===== src/rtl/i2ct_pkg.sv =====
package i2ct_pkg;

    localparam int ADDR_W = 3;

    localparam logic [ADDR_W-1:0] A_CTRL = 3'd0;
    localparam logic [ADDR_W-1:0] A_DATA = 3'd1;
    localparam logic [ADDR_W-1:0] A_STAT = 3'd2;
    localparam logic [ADDR_W-1:0] A_IEN  = 3'd3;
    localparam logic [ADDR_W-1:0] A_QCTL = 3'd4;

    localparam logic [4:0] IEN_KEEP = 5'b11011;

    typedef enum logic [1:0] {
        OP_NONE  = 2'd0,
        OP_BEGIN = 2'd1,
        OP_END   = 2'd2,
        OP_IDLE3 = 2'd3
    } bus_op_e;

    typedef enum logic [1:0] {
        K_START,
        K_RESTART,
        K_STOP,
        K_BYTE
    } act_kind_e;

    typedef struct packed {
        logic sd;
        logic txe;
        logic nak;
    } stat_t;

    function automatic logic [7:0] stat_byte(stat_t s, logic busy);
        return {busy, 2'b00, 1'b0, s.sd, 1'b0, s.txe, s.nak};
    endfunction

endpackage


===== src/rtl/i2ct_fifo.sv =====
module i2ct_fifo #(
    parameter int DEPTH = 64,
    parameter int W     = 8
) (
    input  logic         clk,
    input  logic         rst,
    input  logic         flush,
    input  logic         push,
    input  logic [W-1:0] din,
    input  logic         pop,
    output logic [W-1:0] dout,
    output logic         empty
);
    localparam int AW = $clog2(DEPTH);
    localparam int CW = AW + 1;

    logic [W-1:0]  mem [DEPTH];
    logic [AW-1:0] wp, rp;
    logic [CW-1:0] cnt;
    logic          full, do_push, do_pop;

    assign full    = (cnt == CW'(DEPTH));
    assign empty   = (cnt == '0);
    assign do_push = push && !full;
    assign do_pop  = pop && !empty;
    assign dout    = mem[rp];

    always_ff @(posedge clk) begin
        if (do_push && !flush) mem[wp] <= din;
    end

    always_ff @(posedge clk) begin
        if (rst || flush) begin
            wp  <= '0;
            rp  <= '0;
            cnt <= '0;
        end else begin
            if (do_push) wp <= wp + 1'b1;
            if (do_pop)  rp <= rp + 1'b1;
            cnt <= cnt + CW'(do_push) - CW'(do_pop);
        end
    end
endmodule


===== src/rtl/i2ct_bitgen.sv =====
module i2ct_bitgen
    import i2ct_pkg::*;
#(
    parameter int QTR = 4
) (
    input  logic      clk,
    input  logic      rst,
    input  logic      go,
    input  act_kind_e kind,
    input  logic [7:0] byte_in,
    input  logic      sda_in,
    output logic      busy,
    output logic      done,
    output logic      nak,
    output logic      scl_oe,
    output logic      sda_oe
);
    localparam int QW        = (QTR > 1) ? $clog2(QTR) : 1;
    localparam int LAST_COND = 3;
    localparam int LAST_BYTE = 9 * 4 - 1;
    localparam int SW        = $clog2(LAST_BYTE + 1);

    logic [QW-1:0] qcnt;
    logic [SW-1:0] step;
    act_kind_e     kind_q;
    logic [7:0]    sh;
    logic          busy_q, scl_q, sda_q;
    logic          tick, last_step;
    logic          scl_n, sda_n;
    logic [3:0]    bitn;
    logic [1:0]    ph;

    assign tick      = busy_q && (qcnt == QW'(QTR - 1));
    assign last_step = (kind_q == K_BYTE) ? (step == SW'(LAST_BYTE))
                                          : (step == SW'(LAST_COND));
    assign done   = tick && last_step;
    assign nak    = sda_in;
    assign busy   = busy_q;
    assign scl_oe = scl_q;
    assign sda_oe = sda_q;

    always_comb begin
        bitn  = step[SW-1:2];
        ph    = step[1:0];
        scl_n = scl_q;
        sda_n = sda_q;
        unique case (kind_q)
            K_START: begin
                scl_n = (step == SW'(3));
                sda_n = (step >= SW'(2));
            end
            K_RESTART: begin
                scl_n = (step == SW'(0)) || (step == SW'(3));
                sda_n = (step >= SW'(2));
            end
            K_STOP: begin
                scl_n = (step == SW'(0));
                sda_n = (step <= SW'(1));
            end
            K_BYTE: begin
                scl_n = (ph < 2'd2);
                if (ph == 2'd0)       sda_n = sda_q;
                else if (bitn < 4'd8) sda_n = ~sh[3'd7 - bitn[2:0]];
                else                  sda_n = 1'b0;
            end
        endcase
    end

    always_ff @(posedge clk) begin
        if (rst) begin
            busy_q <= 1'b0;
            qcnt   <= '0;
            step   <= '0;
            kind_q <= K_STOP;
            sh     <= '0;
            scl_q  <= 1'b0;
            sda_q  <= 1'b0;
        end else begin
            if (!busy_q) begin
                if (go) begin
                    busy_q <= 1'b1;
                    kind_q <= kind;
                    sh     <= byte_in;
                    qcnt   <= '0;
                    step   <= '0;
                end
            end else begin
                qcnt <= tick ? '0 : qcnt + 1'b1;
                if (tick) begin
                    if (last_step) busy_q <= 1'b0;
                    else           step   <= step + 1'b1;
                end
                scl_q <= scl_n;
                sda_q <= sda_n;
            end
        end
    end
endmodule


===== src/rtl/i2c_cmd_tx.sv =====
module i2c_cmd_tx
    import i2ct_pkg::*;
#(
    parameter int QTR        = 4,
    parameter int FIFO_DEPTH = 64
) (
    input  logic              clk,
    input  logic              rst,
    input  logic              wr_en,
    input  logic [ADDR_W-1:0] addr,
    input  logic [7:0]        wdata,
    output logic [7:0]        rdata,
    input  logic              sda_in,
    output logic              scl_oe,
    output logic              sda_oe,
    output logic              irq
);
    logic      en_q, ack_q, qen_q, nak_hold;
    logic      cur_fifo, cur_byte;
    stat_t     st;
    logic [4:0] ien_q;

    logic      wr_ctrl, wr_data, wr_stat, wr_ien, wr_qctl;
    logic      drain_rdy, busy_flag, cmd_go, single_go;
    logic      fifo_push, fifo_pop, fifo_flush, fifo_empty;
    logic [7:0] fifo_dout;
    logic      phy_go, phy_busy, phy_done, phy_nak;
    act_kind_e phy_kind;
    logic [7:0] phy_byte, stat_rd;
    bus_op_e   op;

    assign wr_ctrl = wr_en && (addr == A_CTRL);
    assign wr_data = wr_en && (addr == A_DATA);
    assign wr_stat = wr_en && (addr == A_STAT);
    assign wr_ien  = wr_en && (addr == A_IEN);
    assign wr_qctl = wr_en && (addr == A_QCTL);

    assign op         = bus_op_e'(wdata[2:1]);
    assign drain_rdy  = qen_q && en_q && !fifo_empty && !nak_hold;
    assign busy_flag  = phy_busy || drain_rdy;
    assign cmd_go     = wr_ctrl && !busy_flag && wdata[0]
                        && ((op == OP_BEGIN) || (op == OP_END));
    assign single_go  = wr_data && !qen_q && !busy_flag && en_q;
    assign fifo_push  = wr_data && qen_q;
    assign fifo_pop   = drain_rdy && !phy_busy;
    assign fifo_flush = wr_qctl && wdata[7];

    assign phy_go   = cmd_go || single_go || fifo_pop;
    assign phy_byte = fifo_pop ? fifo_dout : wdata;
    always_comb begin
        if (!cmd_go)             phy_kind = K_BYTE;
        else if (op == OP_END)   phy_kind = K_STOP;
        else if (wdata[3])       phy_kind = K_RESTART;
        else                     phy_kind = K_START;
    end

    i2ct_fifo #(.DEPTH(FIFO_DEPTH), .W(8)) u_fifo (
        .clk   (clk),
        .rst   (rst),
        .flush (fifo_flush),
        .push  (fifo_push),
        .din   (wdata),
        .pop   (fifo_pop),
        .dout  (fifo_dout),
        .empty (fifo_empty)
    );

    i2ct_bitgen #(.QTR(QTR)) u_phy (
        .clk     (clk),
        .rst     (rst),
        .go      (phy_go),
        .kind    (phy_kind),
        .byte_in (phy_byte),
        .sda_in  (sda_in),
        .busy    (phy_busy),
        .done    (phy_done),
        .nak     (phy_nak),
        .scl_oe  (scl_oe),
        .sda_oe  (sda_oe)
    );

    always_ff @(posedge clk) begin
        if (rst) begin
            en_q     <= 1'b0;
            ack_q    <= 1'b0;
            qen_q    <= 1'b0;
            nak_hold <= 1'b0;
            cur_fifo <= 1'b0;
            cur_byte <= 1'b0;
            st       <= '0;
            ien_q    <= '0;
        end else begin
            if (wr_ctrl && !busy_flag) en_q <= wdata[0];
            if (wr_ien)  ien_q <= wdata[4:0] & IEN_KEEP;
            if (wr_qctl) qen_q <= wdata[6];

            if (phy_go) begin
                cur_fifo <= fifo_pop;
                cur_byte <= !cmd_go;
            end

            // status: a new event wins over a clear in the same cycle
            st.nak <= st.nak & ~(wr_stat & wdata[0]);
            st.txe <= st.txe & ~(wr_stat & wdata[1]);
            st.sd  <= st.sd  & ~(wr_stat & wdata[3]);
            if (phy_done) begin
                if (cur_byte) begin
                    ack_q <= phy_nak;
                    if (phy_nak) st.nak <= 1'b1;
                end
                if (!cur_fifo) st.sd <= 1'b1;
                if (cur_fifo && fifo_empty && !phy_nak) st.txe <= 1'b1;
            end

            if (fifo_flush)                                   nak_hold <= 1'b0;
            else if (phy_done && cur_byte && cur_fifo && phy_nak) nak_hold <= 1'b1;
        end
    end

    assign stat_rd = stat_byte(st, busy_flag);
    assign irq     = |(stat_rd[4:0] & ien_q);

    always_comb begin
        unique case (addr)
            A_CTRL:  rdata = {4'b0000, ack_q, 2'b00, en_q};
            A_STAT:  rdata = stat_rd;
            A_IEN:   rdata = {3'b000, ien_q};
            A_QCTL:  rdata = {1'b0, qen_q, 6'b000000};
            default: rdata = 8'h00;
        endcase
    end
endmodule


===== config.mk =====
export PLATFORM = sky130hd
export DESIGN_NAME = i2c_cmd_tx
export DESIGN_NICKNAME = d
export VERILOG_FILES = /design/src/rtl/i2ct_pkg.sv /design/src/rtl/i2ct_fifo.sv /design/src/rtl/i2ct_bitgen.sv /design/src/rtl/i2c_cmd_tx.sv
export SDC_FILE = /design/constraint.sdc
export NUM_CORES = 1
export LEC_CHECK = 0
export CAP_MARGIN = 10
export CORE_ASPECT_RATIO = 2
export CORE_MARGIN = 3
export CORE_UTILIZATION = 40
export CTS_BUF_LIST = sky130_fd_sc_hd__clkbuf_16
export DETAILED_ROUTE_END_ITERATION = 6
export DONT_BUFFER_PORTS = 1
export PLACE_DENSITY = 0.64
export SYNTH_ARGS = -nofsm -noshare
export SYNTH_HDL_FRONTEND = slang
export SYNTH_SLANG_ARGS = --single-unit

===== constraint.sdc =====
create_clock -name clk -period 4.4 [get_ports clk]
set_input_delay 0.22 -clock clk [delete_from_list [all_inputs] [get_ports clk]]
set_output_delay 0.22 -clock clk [all_outputs]
set_load 0.02 [all_outputs]

==> results of run 1 <==
==> critical path: cells and delay by family (launching register included) <==
family / cells / cell delay, ps
buf+inv: 4 / 800
fa+ha+maj: 3 / 910
flops: 1 / 740
compound gates: 4 / 570
simple gates: 3 / 520
==> final cells by class <==
type	count	share of cell area
clock buffers	49	0.04788
well taps	750	0.03664
inverters	25	0.003664
multi-input cells	595	0.2329
repair buffers	42	0.02052
clock inverters	34	0.01158
flip-flops and latches	571	0.6468
==> stage by stage <==
| stage | hold WS (ps) | total power [mW] | cell area, um2 | util | cells |
|---|---|---|---|---|---|
| 6_report | 22.37 | 10.25 | 25610 | 0.4522 | 2066 |
| 5_1_grt | 20.86 | 10.53 | 25610 | 0.4522 | 2066 |
| 4_1_cts | 8.925 | 10.34 | 25610 | 0.4522 | 2066 |
| 3_5_place_dp | 295.0 | 6.050 | 23770 | 0.4197 | 1965 |
| 3_3_place_gp | 293.6 | 6.049 | 23770 | 0.4197 | 1965 |
| 2_1_floorplan | 318.9 | 6.055 | 23010 | - | 1254 |
==> cell families (layout without fill, tap and decap cells) <==
group,count (synthesis),count (layout)
XOR/XNOR,17,17
adder cells (fa/ha/maj),18,18
AND/OR/NAND/NOR,260,260
multiplexers,182,182
other,1,2
buffers and inverters,88,150
flip-flops,571,571
AO/OA/AOI/OAI,116,116
==> final timing paths <==
kind,to,slack (ps),from,depth (start not counted)
worst min-delay path,u_fifo.mem[56][5],20,wdata[5],1
worst min register to register,nak_hold,480,nak_hold,2
worst max-delay path,u_fifo.cnt[6],700,u_phy.busy,14
worst max register to register,u_fifo.cnt[6],700,u_phy.busy,14
==> cells in the final DEF (no fill, tap or decap), types with 5 or more instances in the layout <==
cell type,Yosys,routed
xor2_1,13,13
nand2b_1,6,6
dlygate4sd3_1,0,10
ha_1,17,17
a211oi_1,12,12
mux2i_1,43,43
nor2_1,119,119
nor2b_1,10,10
and3_1,6,6
mux2_2,5,5
inv_1,23,32
nand3_1,13,13
nand3b_1,6,6
dfxtp_1,59,56
clkbuf_16,0,49
a21oi_1,34,34
bufinv_16,0,6
nor3_1,9,9
buf_4,12,22
o21ai_0,7,7
nand2_1,56,56
mux4_2,134,134
clkinv_1,2,14
buf_16,0,8
o22ai_1,13,13
edfxtp_1,512,512
==> routing by layer <==
| metal | vias up | part of all wire | GRT usage |
|---|---|---|---|
| met1 | 6142 | 0.34 | 0.1962 |
| met4 | 0 | 0.063 | 0.1013 |
| met2 | 330 | 0.56 | 0.3351 |
| met5 | - | 0 | 0 |
| met3 | 118 | 0.037 | 0.02166 |
| li1 | 5045 | - | - |
==> registers in the layout, summed over array words and instances, names as in the netlist, 2 cells and up, named ones only <==
name,flops
u_fifo.cnt,7
u_phy.step,6
u_phy.sh,8
u_fifo.wp,6
ien_q,4
u_phy.qcnt,2
u_fifo.rp,6
st,3
u_phy.kind_q,2
u_fifo.mem,512
==> where the power goes <==
part,total (mW),switching (mW),internal (mW)
logic,0.147,0.107,0.0392
registers,5.90,0.00448,5.89
clock network,4.20,1.85,2.36
total,10.2,1.96,8.29
==> flow_summary.toml, run 1 <==
[synthesis]
synth_edf_count = 512
synth_seq_cells = 571
avgSynthCellArea_um2 = 18.36
synth-compound-area-share = 0.03524
yosysTopAreaCellShare = 0.6683
yosysMostFrequentCell = "edfxtp_1"
synth.mux.area_fraction = 0.1523
yosysUniqueCellTypes = 76
synth_seq_area_share = 0.7196
synth_area_leaders = "edfxtp_1 (67%), mux4_2 (13%), dfxtp_1 (5.1%), nor2_1 (1.9%), mux2i_1 (1.9%)"
synth_xor_area_frac = 0.006472
netlist_instances = 1253
syn_area_um2 = 23010
synth_warnings = 0
synth_common_cells = "edfxtp_1 (512), mux4_2 (134), nor2_1 (119), dfxtp_1 (59), nand2_1 (56)"
synth_ff_type = "edfxtp_1"
synthAdderAreaFrac = 0.01012
yosys.area_share.simple = 0.05477
async_reset_ff_frac = 0
synth_area_leader_cell = "edfxtp_1"
synth_top_family_by_area = "multiplexers"

[layout]
fill_cells = 4839
multiInputGateArea_um2 = 5964
area_growth_syn_to_layout_pct = 11.33
seqCellArea_um2 = 16570
nets = 1315
n_antenna_cell = 0
drive_gt1_frac = 0.1907

[placement]
port_buffers = 0
gp_congestion = 0.8881
post-place-ws_ps = 774.8
hpwl_um = 34250

[setup_path]
crit_slowest_cell = "dfxtp_1"
worstPathCellList = "clkinv_1 > nand2_1 > inv_1 > ha_1 > inv_1 > ha_1 > inv_1 > fa_1 > nor2b_1 > o21bai_1 > a21oi_1 > o21bai_1 > a21oi_1 > nor3b_1"
slowest_delay_ps = 740
cp_max_fo = 15
critPathCaptureType = "flip-flop"
critPathRequiredTime_ps = 4830
critPathKind = "flip-flop to flip-flop"
cp_data_arrival_time_ps = 4120
cp_common_cell = "inv_1"
startpoint_type = "flip-flop"

[timing]
setup-tns-final_ps = 0
worst_slew_pin_slew_ps = 1184
finalCritPeriodShare = 0.8402
rsz0062_at_grt = "no"
slew_headroom = 0.2083
setup_viol = 0
slew_viol_final = 0
clock_skew_ps = 17.87
setup_ws_ps = 703.0
fmax_mhz = 270.5
final_hold_viol_count = 0
fin_crit_ps = 3697

[clock_tree]
clockBufferDepth = 3
cts_buffers = 47
numClockSinks = 571
cts-hold-fix-buffers = 18
cts-resized-gates = 0
cts_setup_buffers = 0
htreeDepth = 2
cts_tree = "yes"
clockRootBuffer = "clkbuf_16"
insertion_delay_ps = 570
clkTransAtPathRegs_ps = 70

[route]
first_pass_iters = 4
via_per_inst = 5.632
ant_nets = 0
wl_um = 54420
vias = 11640
routedWlPerCell_um = 26.34
drtIter0Drc = 967
drc = 0

[grt]
antenna_found_initial = 0
grt_pass1_vias = 12260
grt.total_usage = 0.1806
grt_first_pass_wirelength_um = 80990
grt_max_degree = 68
overflow = 0

[status]
status = "complete, no violations"

[power]
p_leak_nw = 7.765
power_density_nw_per_um2 = 400.2
peakVddDrop_uv = 330.2

[flow_run]
maxCapViolCount = 0

[floorplanning]
die_area_um2 = 60600
start_util = 0.4062
ioPinCount = 26
fp.dieH_um = 345.2
die_x_um = 175.6
fp-row-count = 123
coreArea_um2 = 56630

[hold_path]
hold_path_class = "primary input to flip-flop"
Power figures use the tool's default switching activity.
==> inputs of run 2 (changes only) <==
Clock period 4.4 ns to 3.81 ns, I/O delays scaled along.
==> run 2 against run 1 <==
Compared with the run above:
- hold slack lost 2.1 ps
- sequential power rose by 15%
- critical path depth fell by 7
- sequential cell count is the same
- wire length increased by 2.9%
- clock-buffer cell count is the same
- combinational power is 20% higher
- critical endpoint is now u_phy.sh[7]
- largest cell class unchanged
- highest routed layer unchanged
==> flow_summary.toml, run 2 (synthesis gave the netlist of run 1 again) <==
[status]
status = "complete, no violations"

[route]
drc = 0
wl_met1_um = 19400
dr_wl_met3_um = 2241
wl_um = 56020
drtIter0Drc = 1126
vias = 11920
ant_nets = 0
first_pass_iters = 7
routed-wl-met2_um = 31340
top_layer_used = "met4"
routedWlPerCell_um = 26.33
via_per_inst = 5.602

[grt]
overflow = 0
grt_first_pass_wirelength_um = 82980
grt_pass1_vias = 12470
grt.total_usage = 0.1849
antenna_found_initial = 2
grt_max_degree = 69

[layout]
fin_area_um2 = 26120
layout_common_cells = "edfxtp_1 (512), mux4_2 (134), nor2_1 (119), buf_4 (73)"
final_common_cell = "edfxtp_1"
top_regs = "u_fifo.mem (512), u_phy.sh (8), u_fifo.cnt (7)"
largest_reg_flops = 512
area_growth_syn_to_layout_pct = 13.51
drive_gt1_frac = 0.2269
nets = 1372
regMostFlops = "u_fifo.mem"

[clock_tree]
clkTransAtPathRegs_ps = 80
cts_buffers = 47
insertion_delay_ps = 580
cts_tree = "yes"
cts-resized-gates = 0
clockRootBuffer = "clkbuf_16"
clockBufferDepth = 3
numClockSinks = 571
htreeDepth = 2

[placement]
place_area_um2 = 24190
post-place-ws_ps = 474.7
port_buffers = 0
gp_congestion = 0.8620
hpwl_um = 35770

[power]
p_leak_nw = 8.083
pwr-share-seq = 0.571
internal_power_mw = 9.598
peakVddDrop_uv = 299.5
p_total_mw = 11.93
power_density_nw_per_um2 = 456.7
p_clk_frac = 0.414
p_comb_frac = 0.015
p_sw_frac = 0.1954
switchingPower_mw = 2.330

[timing]
slew_headroom = 0.1869
worst_slew_pin_slew_ps = 1216
fin_crit_ps = 3486
fmax_mhz = 286.8
final_hold_viol_count = 0
clock_skew_ps = 16.97
setup_ws_ps = 323.6
setup_viol = 0
setup-tns-final_ps = 0
slew_viol_final = 0
finalCritPeriodShare = 0.9151
rsz0062_at_grt = "no"

[setup_path]
cp_data_arrival_time_ps = 3960
worstPathCellList = "buf_4 > mux4_2 > mux4_2 > mux2i_1 > and3_1 > nor4_2 > dlygate4sd3_1"
startpoint_type = "flip-flop"
critPathRequiredTime_ps = 4280
critPathCaptureType = "flip-flop"
cp_max_fo = 55
critPathKind = "flip-flop to flip-flop"
cp_common_cell = "mux4_2"
slowest_delay_ps = 960
crit_slowest_cell = "dfxtp_4"

[floorplanning]
die_x_um = 175.6
coreArea_um2 = 56630
start_util = 0.4062
fp-row-count = 123
die_area_um2 = 60600
ioPinCount = 26
fp.dieH_um = 345.2

[flow_run]
maxCapViolCount = 0

[hold_path]
hold_path_class = "primary input to flip-flop"
[run 2: changes by cell type in the layout (fill, tap and decap cells not counted), sizes merged]
cell         previous run  this run
inv                    32        30
buf                    32        85
clkinv                 18        20
clkinvlp                3         5
dlygate4sd3            10        14
diode                   0         3
[run 2: critical path, delay by kind of cell (launching register included)]
kind                   cells  cell delay, ps
AND/OR/NAND/NOR            2             240
buffers and inverters      2            1060
multiplexers               3            1080
flip-flops                 1             960
[run 2: power by group through the flow]
stage               Clock [mW]  Combinational (mW)  Sequential (mW)
floorplan                    0              0.0401             6.95
global placement             0              0.0376             6.95
detailed placement           0              0.0385             6.95
CTS                       5.04               0.181             6.81
global route              5.25               0.191             6.81
finish                    4.94               0.177             6.81
[run 2: final timing paths]
kind                  start                 to  slack (ps)  cells after the start
setup / recovery  flip-flop        u_phy.sh[7]         320                      7
setup reg to reg  flip-flop        u_phy.sh[7]         320                      7
hold / removal     wdata[6]  u_fifo.mem[56][6]          20                      1
hold reg to reg       ack_q              ack_q         480                      2
[run 2: metrics by stage]
| stage | util | std cells | hold slack (ps) |
|---|---|---|---|
| 3_3_place_gp | 0.4272 | 2018 | 263.4 |
| 2_1_floorplan | - | 1254 | 289.4 |
| 3_5_place_dp | 0.4272 | 2018 | 265.1 |
| 5_1_grt | 0.4610 | 2126 | 18.61 |
| 4_1_cts | 0.4610 | 2125 | 1.495 |
| 6_report | 0.4611 | 2128 | 20.31 |
[run 2: layer usage]
| layer | vias up | GRT usage |
|---|---|---|
| li1 | 5179 | - |
| met1 | 6280 | 0.2025 |
| met2 | 340 | 0.3463 |
| met3 | 122 | 0.02067 |
| met4 | 0 | 0.09578 |
| met5 | - | 0 |
[run 2: final cells by class]
| cell class | instances | area (um2) |
|---|---|---|
| clock inverter | 36 | 329.1 |
| sequential | 571 | 16570 |
| timing repair buffer | 99 | 988.4 |
| inverter | 25 | 93.84 |
| fill | 4833 | 30520 |
| tap | 750 | 938.4 |
| multi-input combinational | 595 | 5964 |
| clock buffer | 49 | 1226 |
| antenna | 3 | 7.507 |
[run 2: timing repair]
action,CTS,global route
hold buffers,22,0
hold endpoints to repair,546,0
buffers inserted,0,0
